**config.mk**
```make
export PLATFORM = sky130hd
export DESIGN_NAME = prg_bank_unit
export DESIGN_NICKNAME = d
export VERILOG_FILES = /design/src/rtl/pbu_pkg.sv /design/src/rtl/pbu_cfg_regs.sv /design/src/rtl/pbu_slot_table.sv /design/src/rtl/prg_bank_unit.sv
export SDC_FILE = /design/constraint.sdc
export NUM_CORES = 1
export LEC_CHECK = 0
export BUFFER_PORTS_ARGS = -buffer_cell sky130_fd_sc_hd__buf_2
export CAP_MARGIN = 40
export CORE_UTILIZATION = 30
export CTS_CLUSTER_SIZE = 8
export DETAILED_ROUTE_END_ITERATION = 10
export GPL_TIMING_DRIVEN = 0
export PLACE_DENSITY_LB_ADDON = 0.2
export SYNTH_ARGS = -nofsm -noshare
export SYNTH_HDL_FRONTEND = slang
export SYNTH_SLANG_ARGS = --single-unit
```
**constraint.sdc**
```tcl
create_clock -name clk -period 1.7 [get_ports clk]
set_input_delay 0 -clock clk [delete_from_list [all_inputs] [get_ports clk]]
set_output_delay 0 -clock clk [all_outputs]
set_load 0.02 [all_outputs]
```
**src/rtl/pbu_pkg.sv**
```systemverilog
package pbu_pkg;
    localparam int REG_W      = 8;
    localparam int NUM_SLOTS  = 4;
    localparam int SLOT_W     = $clog2(NUM_SLOTS);
    localparam int ROM_PAGE_W = REG_W - 1;
    localparam int RAM_PAGE_W = 3;
    localparam int OFS_W      = 13;
    localparam int WIN_W      = OFS_W + SLOT_W;
    localparam int ROM_AW     = ROM_PAGE_W + OFS_W;
    localparam int RAM_AW     = RAM_PAGE_W + OFS_W;
    localparam int CFG_SEL_W  = 3;
    localparam int MODE_SEL   = NUM_SLOTS;
    localparam int SEL_BIT    = REG_W - 1;

    typedef enum logic [1:0] {
        PM_32K  = 2'd0,
        PM_16K  = 2'd1,
        PM_16_8 = 2'd2,
        PM_8K   = 2'd3
    } prg_mode_e;

    typedef logic [REG_W-1:0] bank_reg_t;

    typedef struct packed {
        logic                  is_ram;
        logic [ROM_PAGE_W-1:0] rom_page;
        logic [RAM_PAGE_W-1:0] ram_page;
    } slot_map_t;

    // Fixed ROM mapping at 8 KB granularity
    function automatic slot_map_t rom_fixed(logic [ROM_PAGE_W-1:0] page);
        slot_map_t m;
        m.is_ram   = 1'b0;
        m.rom_page = page;
        m.ram_page = '0;
        return m;
    endfunction

    // 8 KB slot that the top bit may redirect to work RAM
    function automatic slot_map_t slot8(bank_reg_t r);
        slot_map_t m;
        m.is_ram   = ~r[SEL_BIT];
        m.rom_page = r[ROM_PAGE_W-1:0];
        m.ram_page = r[RAM_PAGE_W-1:0];
        return m;
    endfunction

    // One 8 KB half of a 16 KB slot; sub picks the half
    function automatic slot_map_t slot16(bank_reg_t r, logic sub);
        slot_map_t m;
        m.is_ram   = ~r[SEL_BIT];
        m.rom_page = {r[ROM_PAGE_W-1:1], sub};
        m.ram_page = {r[RAM_PAGE_W-1:1], sub};
        return m;
    endfunction

    function automatic slot_map_t map_slot(prg_mode_e mode, bank_reg_t r0, bank_reg_t r1,
                                           bank_reg_t r2, bank_reg_t r3,
                                           logic [SLOT_W-1:0] slot);
        slot_map_t m;
        case (mode)
            PM_32K:  m = rom_fixed({r3[ROM_PAGE_W-1:2], slot});
            PM_16K:  m = slot[1] ? rom_fixed({r3[ROM_PAGE_W-1:1], slot[0]})
                                 : slot16(r1, slot[0]);
            PM_16_8: begin
                case (slot)
                    2'd2:    m = slot8(r2);
                    2'd3:    m = rom_fixed(r3[ROM_PAGE_W-1:0]);
                    default: m = slot16(r1, slot[0]);
                endcase
            end
            default: begin
                case (slot)
                    2'd0:    m = slot8(r0);
                    2'd1:    m = slot8(r1);
                    2'd2:    m = slot8(r2);
                    default: m = rom_fixed(r3[ROM_PAGE_W-1:0]);
                endcase
            end
        endcase
        return m;
    endfunction
endpackage

```
**src/rtl/pbu_cfg_regs.sv**
```systemverilog
module pbu_cfg_regs
    import pbu_pkg::*;
(
    input  logic                          clk,
    input  logic                          rst,
    input  logic                          cfg_we,
    input  logic [CFG_SEL_W-1:0]          cfg_sel,
    input  logic [REG_W-1:0]              cfg_data,
    output prg_mode_e                     mode,
    output bank_reg_t [NUM_SLOTS-1:0]     banks
);
    localparam bank_reg_t LAST_RST = '1;

    always_ff @(posedge clk) begin
        if (rst)
            mode <= PM_8K;
        else if (cfg_we && cfg_sel == CFG_SEL_W'(MODE_SEL))
            mode <= prg_mode_e'(cfg_data[1:0]);
    end

    for (genvar g = 0; g < NUM_SLOTS; g++) begin : g_bank
        localparam bank_reg_t RST_VAL = (g == NUM_SLOTS - 1) ? LAST_RST : '0;
        always_ff @(posedge clk) begin
            if (rst)
                banks[g] <= RST_VAL;
            else if (cfg_we && cfg_sel == CFG_SEL_W'(g))
                banks[g] <= cfg_data;
        end

        p_bank_load_r2: assert property (@(posedge clk) disable iff (rst)
            (cfg_we && cfg_sel == CFG_SEL_W'(g)) |=> banks[g] == $past(cfg_data));
        p_bank_hold_r2: assert property (@(posedge clk) disable iff (rst)
            !(cfg_we && cfg_sel == CFG_SEL_W'(g)) |=> $stable(banks[g]));
    end

    p_mode_load_r2: assert property (@(posedge clk) disable iff (rst)
        (cfg_we && cfg_sel == CFG_SEL_W'(MODE_SEL)) |=> mode == prg_mode_e'($past(cfg_data[1:0])));
    p_mode_hold_r2: assert property (@(posedge clk) disable iff (rst)
        !(cfg_we && cfg_sel == CFG_SEL_W'(MODE_SEL)) |=> $stable(mode));
endmodule

```
**src/rtl/pbu_slot_table.sv**
```systemverilog
module pbu_slot_table
    import pbu_pkg::*;
(
    input  logic                          clk,
    input  logic                          rst,
    input  prg_mode_e                     mode,
    input  bank_reg_t [NUM_SLOTS-1:0]     banks,
    output slot_map_t [NUM_SLOTS-1:0]     maps
);
    for (genvar g = 0; g < NUM_SLOTS; g++) begin : g_slot
        assign maps[g] = map_slot(mode, banks[0], banks[1], banks[2], banks[3], SLOT_W'(g));
    end

    p_last_slot_rom_r9: assert property (@(posedge clk) disable iff (rst)
        !maps[NUM_SLOTS-1].is_ram);
    p_mode0_no_ram_r3: assert property (@(posedge clk) disable iff (rst)
        (mode == PM_32K) |-> (maps[0].is_ram | maps[1].is_ram | maps[2].is_ram) == 1'b0);
    p_mode1_upper_rom_r4: assert property (@(posedge clk) disable iff (rst)
        (mode == PM_16K) |-> !maps[2].is_ram);
endmodule

```
**src/rtl/prg_bank_unit.sv**
```systemverilog
module prg_bank_unit
    import pbu_pkg::*;
(
    input  logic                  clk,
    input  logic                  rst,
    input  logic                  cfg_we,
    input  logic [2:0]            cfg_sel,
    input  logic [7:0]            cfg_data,
    input  logic                  cpu_req,
    input  logic                  cpu_wr,
    input  logic [14:0]           cpu_addr,
    output logic                  map_is_ram,
    output logic [19:0]           rom_addr,
    output logic [15:0]           ram_addr,
    output logic                  ram_we
);
    prg_mode_e                 mode;
    bank_reg_t [NUM_SLOTS-1:0] banks;
    slot_map_t [NUM_SLOTS-1:0] maps;
    slot_map_t                 cur;
    logic [SLOT_W-1:0]         slot;
    logic [OFS_W-1:0]          ofs;

    pbu_cfg_regs u_regs (
        .clk      (clk),
        .rst      (rst),
        .cfg_we   (cfg_we),
        .cfg_sel  (cfg_sel),
        .cfg_data (cfg_data),
        .mode     (mode),
        .banks    (banks)
    );

    pbu_slot_table u_table (
        .clk   (clk),
        .rst   (rst),
        .mode  (mode),
        .banks (banks),
        .maps  (maps)
    );

    assign slot = cpu_addr[WIN_W-1:OFS_W];
    assign ofs  = cpu_addr[OFS_W-1:0];
    assign cur  = maps[slot];

    assign map_is_ram = cur.is_ram;
    assign rom_addr   = {cur.rom_page, ofs};
    assign ram_addr   = {cur.ram_page, ofs};
    assign ram_we     = cpu_req & cpu_wr & cur.is_ram;

    p_rom_write_blocked_r10: assert property (@(posedge clk) disable iff (rst)
        (cpu_wr && !map_is_ram) |-> !ram_we);
    p_we_needs_req_r10: assert property (@(posedge clk) disable iff (rst)
        ram_we |-> (cpu_req && cpu_wr));
    p_top_slot_rom_r9: assert property (@(posedge clk) disable iff (rst)
        (cpu_addr[14:13] == 2'd3) |-> !map_is_ram);
    p_offset_passes_r7: assert property (@(posedge clk) disable iff (rst)
        rom_addr[12:0] == cpu_addr[12:0] && ram_addr[12:0] == cpu_addr[12:0]);
endmodule

```
# Yosys cells after proc, flatten, opt, wreduce, memory -nomap -nowiden
# Cells that the tools add are included.
totals:
  regBits: 33
  latch_bits: 0
  ramBits: 0
  mem_bits_ro: 0
  in_bits: 31
  out_inout_bits: 38
  elab_cells: 31
  memories: 0
op_classes:
  add_sub_neg: 0
  mul: 0
  div_mod_pow: 0
  magnitude_cmp: 1
  eq_ne: 6
  shifts: 0
  n_mux: 6
  n_bitwise: 5
  reduce_logical: 8
ops:
  columns: ["cell", "n"]
  rows:
  - ["$pmux W11 S2", 3]
  - ["$bmux W11 S2", 1]
  - ["$mux W11", 1]
  - ["$pmux W5 S2", 1]
  - ["$eq A3 B2 Y1 const B", 2]
  - ["$logic_and A1 B1 Y1", 5]
  - ["$eq A3 B1 Y1 const B", 1]
  - ["$eq A3 B3 Y1 const B", 1]
  - ["$logic_not A3 Y1", 1]
  - ["$lt A2 B3 Y1 const B", 1]
  - ["$not A1 Y1", 3]
  - ["$and A1 B1 Y1", 2]
  - ["$eq A2 B1 Y1 const B", 1]
  - ["$eq A2 B2 Y1 const B", 1]
  - ["$logic_not A2 Y1", 1]
  - ["$reduce_or A2 Y1", 1]

# Logic depth before layout (Yosys ltp)
# Gate-level depths: netlist of run 1.
depth:
  word_depth: 6
  depth_mapped: 6
  ltp_nobuf: 5

# Modules after synthesis
# A second synthesis of run 1 with hierarchy kept.
hier_totals:
  hier_cells: 253
  hier_area_um2: 2401.1
by_module_without_submodules:
  columns: ["mod", "n_inst", "cells_per_inst", "area_per_inst_um2", "seq_area_each_um2"]
  rows:
  - ["pbu_cfg_regs", 1, 134, 1417.6, 680.7]
  - ["pbu_slot_table", 1, 79, 514.2, 0.0]
  - ["prg_bank_unit", 1, 40, 469.2, 0.0]

# Worst setup path before layout of run 1
# No wires, ideal clock.
synth_path:
  path_kind: "reg-to-output"
  start: "register u_regs.mode[0]"
  end: "output ram_we"
  t_arrival_ps: 1574
  required_ps: 1700
  path_slack_ps: 126
  path_stages_with_launch: 7
  n_path_buf: 1
  path_cell_list: "dfxtp_1 inv_1 ha_1 buf_6 nor3_1 nand2b_1 a211oi_1"
synth_via:
  elab_chain_len: 6
  word_cells_on_any_way: 10
  cone_classes: "eq/ne (2); mux (5); bitwise (1); reduce/logical (2)"
synth_lines:
  columns: ["element", "line", "rtl"]
  rows:
  - ["start: declaration", "pbu_cfg_regs.sv:9", "output prg_mode_e mode,"]
  - ["start signal: assignment", "pbu_cfg_regs.sv:18", "mode <= prg_mode_e'(cfg_data[1:0]);"]
  - ["$eq A2 B1 Y1 or $eq A2 B2 Y1 (tied branches)", "pbu_pkg.sv:61", "case (mode)"]
  - ["$reduce_or A2 Y1 (no line)", null, null]
  - ["$pmux W11 S2", "pbu_pkg.sv:61", null]
  - ["$bmux W11 S2 *", "prg_bank_unit.sv:44", "assign cur = maps[slot];"]
  - ["$mux W11 (not written as such) *", "prg_bank_unit.sv:44", null]
  - ["$and A1 B1 Y1 *", "prg_bank_unit.sv:49", "assign ram_we = cpu_req & cpu_wr & cur.is_ram;"]
  - ["end: declaration", "prg_bank_unit.sv:15", "output logic ram_we"]
# Mark *: on every way between the ends. The rest lies on a longest branch, timed or not. The select of a mux whose other input is x is not followed.

# Worst setup path in the final report of run 1
layout_path:
  start: "register u_regs.mode[0]"
  end: "output ram_addr[14]"
layout_via:
  elab_chain_len: 5
  word_cells_on_any_way: 9
  cone_classes: "eq/ne (2); mux (5); reduce/logical (2)"
layout_lines:
  columns: ["element", "line", "rtl"]
  rows:
  - ["$eq A2 B1 Y1 or $eq A2 B2 Y1 (tied branches)", "pbu_pkg.sv:61", null]
  - ["$reduce_or A2 Y1 (no line)", null, null]
  - ["$pmux W11 S2", "pbu_pkg.sv:61", null]
  - ["$bmux W11 S2 *", "prg_bank_unit.sv:44", null]
  - ["$mux W11 (not written as such) *", "prg_bank_unit.sv:44", null]
  - ["end: declaration", "prg_bank_unit.sv:14", "output logic [15:0] ram_addr,"]
# Marked as above.

==> reports/summary.txt, run 1 <==
Iteration-0 DRC Markers: 113
Final Cell Area: 2656 µm²
Top cells by count, synth: 33 x dfxtp_1, 29 x buf_4, 26 x nor2_1, 21 x mux2i_1, 20 x nand2_1
P_leak: 1.173 nW
Diodes inserted: 0
CTS Buffer Depth: 2
Wirelength, routed: 5363 µm
Crit end category: primary output
WS Path Type: flip-flop to primary output
Seq cells post-synth: 33
Endpoints failing hold: 0
Port Buffers: 54
Most numerous cell in the Yosys netlist: dfxtp_1
TritonRoute pass-1 iters: 5
CTS clk-pin slew, worst paths: 0.07 ns
Crit-path cells: inv_4 > ha_4 > mux2_4 > a221oi_2 > a21oi_1 > buf_4
Setup violators final: 10
Worst path slowest cell: dfxtp_4
Syn. warnings: 0
Pin count of the biggest net entering global routing: 11
Final WS setup: -0.1281 ns
Leading area contributor after synthesis: dfxtp_1
Post-synthesis cell type count: 30
Vias in the first global route: 1,716
CP Data Arrival Time: 1.83 ns
H-tree levels: 2
Final HPWL DP: 3688 µm
R2R setup slack: 0.67 ns
Starting Density: 31.79%
Final period util: 107.5%
Worst slew pin tran: 0.6257 ns
CP max FO: 3
RSZ-0062 raised after global routing: true
Required time worst endpoint: 1.70 ns
Post-synthesis cell count: 221
Die Span X: 81.91 µm
DP Area: 2287 µm²
Global route overflow: 0
DRC errors left: 0
Avg Vias per Cell: 4.805
Post-DR wirelength/cell: 14.53 µm
Hold Slack: 0.01992 ns
Syn avg cell area: 8.668 µm²
Min Clock Period, post-route: 1.828 ns
Core Rows: 28
Hold Crit Class: primary input to flip-flop
Clock Sinks: 33
Max Slew Vio Count: 0
EDFF count, synth: 0
Share of layout cells above drive strength 1: 41.50%
Largest cells by area after synthesis: dfxtp_1 34%, buf_4 11%, mux2i_1 11%
Status: complete, but fails checks
Die Height: 81.91 µm
CP peak stage delay: 0.40 ns
Synth Cell Area: 1916 µm²
Core Region: 6026 µm²
GRT Overall Usage: 16.98%
RD Place Congestion: 0.7808
Antenna-violating nets left: 0
CP delay by family, top: flip-flops
Util after Layout: 44.08%
Syn nets: 256
Synthesis-to-layout area growth: 38.67%
Max cap viols: 0
CTS tree: done
First-pass GRT wire length: 8397 µm
Sequential fraction of the synthesis area: 34.49%
Critical path buffer and inverter count: 2
Clock root buffer: clkbuf_8
Routed vias: 1,773
Achievable Freq: 0.5470 GHz
Antenna violations before repair: 0
Die area: 6709 µm²
Yosys top cell area share: 34.49%
Final Skew: 0 ns
Most used flip-flop cell after synthesis: dfxtp_1
Power per cell area: 677.7 nW/µm²
Pwr Total: 0.001800 W
Clock Latency Late Sink: 0.28 ns
Ports: 69
Nets@finish: 330
Worst slew margin: 58.28%
Startpoint Class: flip-flop
Violated checks: negative setup slack
CTS buffer count: 5
Async SR Flop Fraction: 0%
VDD IR-drop max: 0.4391 mV
kinds of logic after synthesis:
kind of cell	after synthesis	synth area share, %
and+or+nand+nor	61	15.87
DFF	33	34.49
muxes	23	12.15
buffers and inverters	52	16.39
adders and majority gates	4	2.613
AOI/OAI and AO/OA	48	18.49
path summary, 6_finish.rpt:
check,from,to,depth (start not counted)
setup / recovery,u_regs.mode[0],ram_addr[14],6
hold / removal,cfg_data[0],u_regs.mode[0],2
setup reg to reg,u_regs.mode[0],u_regs.mode[0],5
hold reg to reg,u_regs.banks[6],u_regs.banks[6],2
stage by stage:
step	setup TNS [ns]	std cells	worst slack [ns]
6_report	-0.9863	369	-0.1281
5_1_grt	-1.526	369	-0.1873
4_1_cts	-0.9174	367	-0.1176
3_5_place_dp	-1.656	351	-0.2248
3_3_place_gp	-1.764	350	-0.2399
2_1_floorplan	0	221	0.1257
cells in the final DEF (no fill, tap or decap), drive strengths merged, types with 3 or more instances in the layout:
cell type and n:
buf 93, dfxtp 33, nor2 26, mux2i 21, nand2 20, inv 13
a21oi 12, clkbuf 11, a211o 10, a221oi 8, dlygate4sd3 7, a211oi 5
a22o 4, a21o 4, ha 4, a31oi 3, and4bb 3
area by class of cell:
| class | count | area, µm² |
|---|---|---|
| Buffer | 38 | 255.2 |
| Tap cell | 75 | 93.84 |
| Clock buffer | 5 | 68.82 |
| Fill cell | 607 | 3369 |
| Timing Repair Buffer | 68 | 435.4 |
| Sequential cell | 33 | 668.1 |
| Inverter | 13 | 53.80 |
| Multi-Input combinational cell | 136 | 1076 |
| Clock inverter | 1 | 5.005 |
sequential cells by signal, summed over array words and instances (netlist names):
register	count
u_regs.mode	2
u_regs.banks	31
what timing repair did:
action | 4_1_cts | 5_1_grt
endpoints found under the hold margin | 9 | 0
endpoints found under the setup margin | 12 | 12
resized for setup | 35 | 10
setup buffers | 4 | 2
hold buffers | 7 | 0
pin swaps | 8 | 3
power by group:
| group | total, W | leakage, nW | internal [W] | switching [W] |
|---|---|---|---|---|
| Sequential | 0.000806 | 0.268 | 0.000791 | 0.0000150 |
| Clock | 0.000546 | 0.0399 | 0.000269 | 0.000276 |
| Combinational | 0.000449 | 0.866 | 0.000208 | 0.000241 |
layer usage:
| layer | vias up | global-route usage (%) | part of all wire, % |
|---|---|---|---|
| li1 | 892 | - | - |
| met1 | 812 | 22.36 | 49 |
| met2 | 63 | 27.52 | 44 |
| met3 | 6 | 3.556 | 6.6 |
| met4 | 0 | 5.263 | 0.84 |
| met5 | - | 0 | 0 |
Power figures use the tool's default switching activity.
==> inputs of run 2 (changes only) <==
Settings changed: ABC_AREA set to 1, TNS_END_PERCENT set to 5.
==> reports/summary.txt, run 2 <==
Placed insts: 426 (+21%)
Endpoints failing hold: 0 (unchanged)
Hold Crit Class: primary input to flip-flop
Worst slew pin tran: 0.4866 ns (-0.1392 ns)
Crit end category: primary output
Routed vias: 2,046 (+15%)
Crit-path cells: inv_2 > ha_4 > inv_2 > a21oi_1 > o211ai_1 > nand2_1 > buf_2
CTS buffer count: 5 (unchanged)
Final WS setup: 0.06143 ns (+0.1896 ns)
Net switching power: 0.0005689 W (+6.9%)
Required time worst endpoint: 1.70 ns (about the same)
Top reg by flops: u_regs.banks
First-pass GRT wire length: 8749 µm (+4.2%)
Setup TNS: 0 ns (+0.9863 ns)
CTS clk-pin slew, worst paths: 0.07 ns (about the same)
Share of layout cells above drive strength 1: 34.06% (-7.4 points)
Clock Latency Late Sink: 0.28 ns (about the same)
CP peak stage delay: 0.38 ns (-0.02 ns)
Final period util: 96.39% (-11 points)
Final Cell Area: 2636 µm² (-0.75%)
Post-synthesis cell type count: 25 (-17%)
CTS tree: done
Yosys top cell area share: 33.55% (-0.94 points)
Filler cell count: 691 (+14%)
DRC errors left: 0 (unchanged)
Die area: 6892 µm² (+2.7%)
Antenna violations before repair: 0 (unchanged)
Post-Layout Cell Count: 444 (+20%)
Logic pwr share: 22.3% (-2.6 points)
RD Place Congestion: 0.8234 (+5.5%)
Status: completed
CP max FO: 4 (+1)
Largest register FFs: 31 (unchanged)
Syn avg cell area: 6.653 µm² (-23%)
Core Region: 6350 µm² (+5.4%)
Die Span X: 83.02 µm (+1.4%)
Synth Cell Area: 1969 µm² (+2.8%)
Pin count of the biggest net entering global routing: 11 (unchanged)
Iteration-0 DRC Markers: 87 (-23%)
Wirelength, routed: 5497 µm (+2.5%)
Diodes inserted: 0 (unchanged)
Achievable Freq: 0.6103 GHz (+12%)
Post-place setup slack: 0.08698 ns (+0.3118 ns)
Seq cells post-synth: 33 (unchanged)
Power per cell area: 771.3 nW/µm² (+14%)
Largest cells by area after synthesis: dfxtp_1 34%, nor2_1 14%, nand2_1 12%
Post-synthesis cell count: 296 (+34%)
EDFF count, synth: 0 (unchanged)
Ports: 69 (unchanged)
VDD IR-drop max: 0.5638 mV (+28%)
Final Skew: 0 ns (unchanged)
Switching Share: 27.98% (-1.6 points)
Power share of the clock group: 37.6% (+7.3 points)
Synthesis-to-layout area growth: 33.86%
Nets@finish: 401 (+22%)
Async SR Flop Fraction: 0% (unchanged)
Startpoint Class: flip-flop
DP Area: 2331 µm² (+1.9%)
CP Data Arrival Time: 1.64 ns (-0.19 ns)
Most used flip-flop cell after synthesis: dfxtp_1
Die Height: 83.02 µm (+1.4%)
Hold Slack: 0.02042 ns (+0.0005028 ns)
Worst slew margin: 67.56% (+9.3 points)
Vias in the first global route: 1,772 (+3.3%)
Sequential share of power: 40.2% (-4.6 points)
Pint: 0.001464 W (+15%)
Most numerous cell in the Yosys netlist: nor2_1
RSZ-0062 raised after global routing: true
Clock Sinks: 33 (unchanged)
Starting Density: 31.01% (-0.78 points)
Top cells by count, synth: 75 x nor2_1, 61 x nand2_1, 33 x dfxtp_1, 29 x o21ai_0, 27 x buf_4
CP dominant cell by count: inv_2
P_leak: 1.302 nW (+11%)
Min Clock Period, post-route: 1.639 ns (-0.1896 ns)
Leading area contributor after synthesis: dfxtp_1
WS Path Type: flip-flop to primary output
Max cap viols: 0 (unchanged)
TritonRoute pass-1 iters: 4 (-1)
Antenna-violating nets left: 0 (unchanged)
Top Registers: u_regs.banks x31, u_regs.mode x2
Worst path slowest cell: dfxtp_4
Core Rows: 29 (+3.6%)
Post-DR wirelength/cell: 12.38 µm (-15%)
Syn. warnings: 0 (unchanged)
H-tree levels: 2 (unchanged)
Setup violators final: 0 (-10)
Global route overflow: 0 (unchanged)
Clock root buffer: clkbuf_8
Port Buffers: 53 (-1.9%)
Max Slew Vio Count: 0 (unchanged)
Syn nets: 331 (+29%)
Leading cell type in the layout, fill and taps excluded: nor2_1
Final HPWL DP: 4019 µm (+9.0%)
Avg Vias per Cell: 4.608 (-4.1%)
Sequential fraction of the synthesis area: 33.55% (-0.94 points)
CP delay by family, top: flip-flops
Critical path buffer and inverter count: 3 (+1)
Commonest non-fill, non-tap cells in the layout: 72 x nor2_1, 57 x nand2_1, 51 x buf_2
GRT Overall Usage: 15.98% (-0.99 points)
CTS Buffer Depth: 2 (unchanged)
## run 2: cell types whose count changed after synthesis, sizes merged, moves of 10 or more
cell and change:
a211o -10, nand3 +24, o21ai +29, nand2 +43, nor2 +52, mux2i -21
## run 2: what timing repair did
| action | in CTS | in global routing |
|---|---|---|
| resized for setup | 11 | 21 |
| endpoints found under the hold margin | 7 | 0 |
| cloned | 0 | 1 |
| pin swaps | 2 | 10 |
| hold buffers | 7 | 0 |
| setup endpoints to repair | 9 | 11 |
| buffers inserted | 0 | 2 |
## run 2: cells by family after synthesis
logic type	Yosys count	synth area share [%]
and+or+nand+nor	170	38.18
adders and majority gates	4	2.541
DFF	33	33.54
buffers and inverters	52	15.82
AOI/OAI and AO/OA	37	9.911
## run 2: per-layer routing
layer | GRT usage [%] | wire length [µm]
met5 | 0 | 0
met1 | 21.43 | 2516
met3 | 3.181 | 348
met4 | 4.545 | 70
met2 | 26.01 | 2562
## run 2: power by group through the flow
stage	sequential, W	combinational (W)	clock, W
5_1_grt	0.000819	0.000498	0.000812
6_report	0.000816	0.000453	0.000764
3_5_place_dp	0.000834	0.000415	0
2_1_floorplan	0.000830	0.000287	0
4_1_cts	0.000817	0.000436	0.000780
3_3_place_gp	0.000834	0.000413	0
## run 2: path summary, 6_finish.rpt
kind,start,endpoint,slack [ns],depth (start not counted)
setup / recovery,u_regs.mode[0],ram_addr[14],0.06,7
hold / removal,cfg_data[7],u_regs.banks[23],0.02,3
setup reg to reg,u_regs.mode[0],u_regs.mode[0],1.08,2
hold reg to reg,u_regs.banks[1],u_regs.banks[1],0.47,2
## run 2: layout make-up
cell class	instances	area, µm²	share of cell area, %
Inverter	18	73.82	2.800
Clock inverter	1	30.03	1.139
Buffer	34	246.5	9.350
Multi-Input combinational cell	211	1064	40.34
Clock buffer	7	86.33	3.275
Sequential cell	33	668.1	25.34
Tap cell	77	96.34	3.654
Timing Repair Buffer	63	371.6	14.10
## run 2: through the flow
step | power (W) | utilization (%)
after floorplan | 0.001117 | -
after global placement | 0.001247 | 36.71
after detailed placement | 0.001249 | 36.71
after CTS | 0.002032 | 40.12
after global routing | 0.002130 | 41.52
final | 0.002033 | 41.52
## run 2: worst reg2reg max path: cells and delay by family (launching register included)
family	cells	cell delay [ns]
flip-flops	1	0.37
AND/OR/NAND/NOR	2	0.13
==> inputs of run 3 (changes only) <==
Settings changed: SETUP_SLACK_MARGIN set to 0.4, SYNTH_HIERARCHICAL set to 1.
==> reports/summary.txt, run 3 <==
Status: complete, but fails checks
Violated checks: negative setup slack
Final WS setup: -0.1222 ns (-0.1836 ns)
H-tree levels: 2 (unchanged)
Global route overflow: 0 (unchanged)
Setup TNS: -0.8930 ns (-0.8930 ns)
Worst hold stages: 3 (unchanged)
Reg2reg end: u_regs/banks[27]
DRC errors left: 0 (unchanged)
Diodes inserted: 0 (unchanged)
Post-DR wirelength/cell: 11.58 µm (-6.5%)
P_leak: 1.777 nW (+36%)
R2R setup slack: 0.99 ns (-0.09 ns)
Power per cell area: 580.5 nW/µm² (-25%)
Max Slew Vio Count: 0 (unchanged)
Clock Latency Late Sink: 0.28 ns (about the same)
Min Clock Period, post-route: 1.822 ns (+0.1836 ns)
RD Place Congestion: 0.8549 (+3.8%)
Top reg by flops: u_regs/banks
CP max FO: 8 (+4)
CP Data Arrival Time: 1.82 ns (+0.18 ns)
Hold Crit Class: primary input to flip-flop
Achievable Freq: 0.5488 GHz (-10%)
Syn avg cell area: 6.271 µm² (-5.8%)
Antenna violations before repair: 0 (unchanged)
Vias in the first global route: 2,385 (+35%)
Wirelength, routed: 7040 µm (+28%)
VDD IR-drop max: 0.3232 mV (-43%)
Ports: 69 (unchanged)
Required time worst endpoint: 1.70 ns (about the same)
Starting Density: 31.72% (+0.71 points)
Synthesis-to-layout area growth: 30.87%
R2r worst-path depth: 2 (unchanged)
Final Skew: 0 ns (unchanged)
Antenna-violating nets left: 0 (unchanged)
Die Span X: 96.14 µm (+16%)
Hold Slack: 0.06155 ns (+0.04113 ns)
Largest register FFs: 31 (unchanged)
Endpoints failing hold: 0 (unchanged)
CTS buffer count: 5 (unchanged)
Clock root buffer: clkbuf_8
CTS Buffer Depth: 2 (unchanged)
TritonRoute pass-1 iters: 4 (unchanged)
Worst slew margin: 61.62% (-5.9 points)
First-pass GRT wire length: 11,450 µm (+31%)
Avg Vias per Cell: 4.383 (-4.9%)
Pin count of the biggest net entering global routing: 11 (unchanged)
Syn. warnings: 6 (+6)
Die Height: 96.14 µm (+16%)
Routed vias: 2,665 (+30%)
Hold endpoint: u_regs/mode[1]
Final period util: 107.2% (+11 points)
Die area: 9243 µm² (+34%)
Core Region: 8382 µm² (+32%)
Clock Sinks: 33 (unchanged)
Nets@finish: 538 (+34%)
Hold wc startpoint: cfg_sel[2]
CTS tree: done
Setup violators final: 12 (+12)
Top Registers: u_regs/banks x31, u_regs/mode x2
Core Rows: 33 (+14%)
Worst slew pin tran: 0.5736 ns (+0.08703 ns)
Port Buffers: 55 (+3.8%)
Startpoint Class: flip-flop
RSZ-0062 raised after global routing: true
WS Path Type: flip-flop to primary output
Final HPWL DP: 5622 µm (+40%)
R2R Path Start: u_regs/banks[27]
Leading cell type in the layout, fill and taps excluded: nand2_1
GRT Overall Usage: 16.26% (+0.27 points)
CTS clk-pin slew, worst paths: 0.06 ns (about the same)
Max cap viols: 0 (unchanged)
Synth Cell Area: 2659 µm² (+35%)
Commonest non-fill, non-tap cells in the layout: 122 x nand2_1, 58 x nor2_1, 48 x buf_4, 48 x buf_2, 42 x nand3_1
Iteration-0 DRC Markers: 70 (-20%)
Crit end category: primary output
Post-synthesis cell count: 424 (+43%)
Share of layout cells above drive strength 1: 33.80% (-0.26 points)
## run 3: cell types whose count changed in the layout (fill, tap and decap cells not counted), sizes merged, moves of 2 or more
cell	delta
nand3	+27
a21oi	-4
buf	+25
inv	+32
o211ai	+17
clkbuf	+3
conb	+4
nor2	-10
nand3b	-2
o21ai	-20
nand2	+65
## run 3: metrics by stage
step	utilization [%]	setup WS, ns	cells	cell area, µm²	total power, W
global placement	37.18	0.1031	587	3117	0.001385
CTS	39.63	-0.1576	603	3322	0.002004
finish	41.51	-0.1222	608	3480	0.002020
floorplan	-	0.3524	427	2710	0.001235
detailed placement	37.18	0.06630	587	3117	0.001392
global route	41.51	-0.2326	608	3480	0.002149
## run 3: timing repair
action                                  in CTS  in global routing
hold buffers                                 7                  0
endpoints found under the setup margin      12                 12
gates cloned                                 0                  1
hold endpoints to repair                     7                  0
buffers inserted                             2                  4
resized for setup                           12                 34
pin swaps                                    3                 17
## run 3: worst max path at each step
stage,from,endpoint,slack (ns),depth (start not counted)
2_1_floorplan,u_regs/mode[0],rom_addr[14],0.35,10
3_3_place_gp,u_regs/mode[1],rom_addr[13],0.10,12
3_5_place_dp,u_regs/mode[1],rom_addr[13],0.07,12
4_1_cts,u_regs/mode[1],rom_addr[13],-0.16,12
5_1_grt,u_regs/mode[0],rom_addr[13],-0.23,12
6_report,u_regs/mode[0],rom_addr[13],-0.12,12
## run 3: power by group
group / internal (W) / switching [W]
logic: 0.000272 / 0.000338
registers: 0.000799 / 0.0000307
clock network: 0.000321 / 0.000260
## run 3: cell type report
type	count	area, µm²
Tap cell	105	131.4
Buffer	56	455.4
Inverter	50	195.2
Timing Repair Buffer	69	474.2
Clock buffer	7	86.33
Sequential cell	33	668.1
Fill cell	927	4902
Multi-Input combinational cell	288	1469
## run 3: metal layers
| metal | part of all wire (%) | track usage (%) | vias to the layer above |
|---|---|---|---|
| met2 | 44 | 27.19 | 78 |
| li1 | - | - | 1440 |
| met5 | 0 | 0 | - |
| met1 | 50 | 21.84 | 1140 |
| met4 | 1.3 | 4.478 | 0 |
| met3 | 4.8 | 1.975 | 7 |
## run 3: critical path, stage by stage (launching register included)
cell	delay [ns]
dfxtp_4	0.41
inv_4	0.05
ha_4	0.16
buf_8	0.13
nor2_4	0.11
inv_2	0.04
nor2_2	0.11
buf_4	0.12
inv_2	0.02
nand2_1	0.04
o211ai_1	0.13
nand2_2	0.10
buf_6	0.11
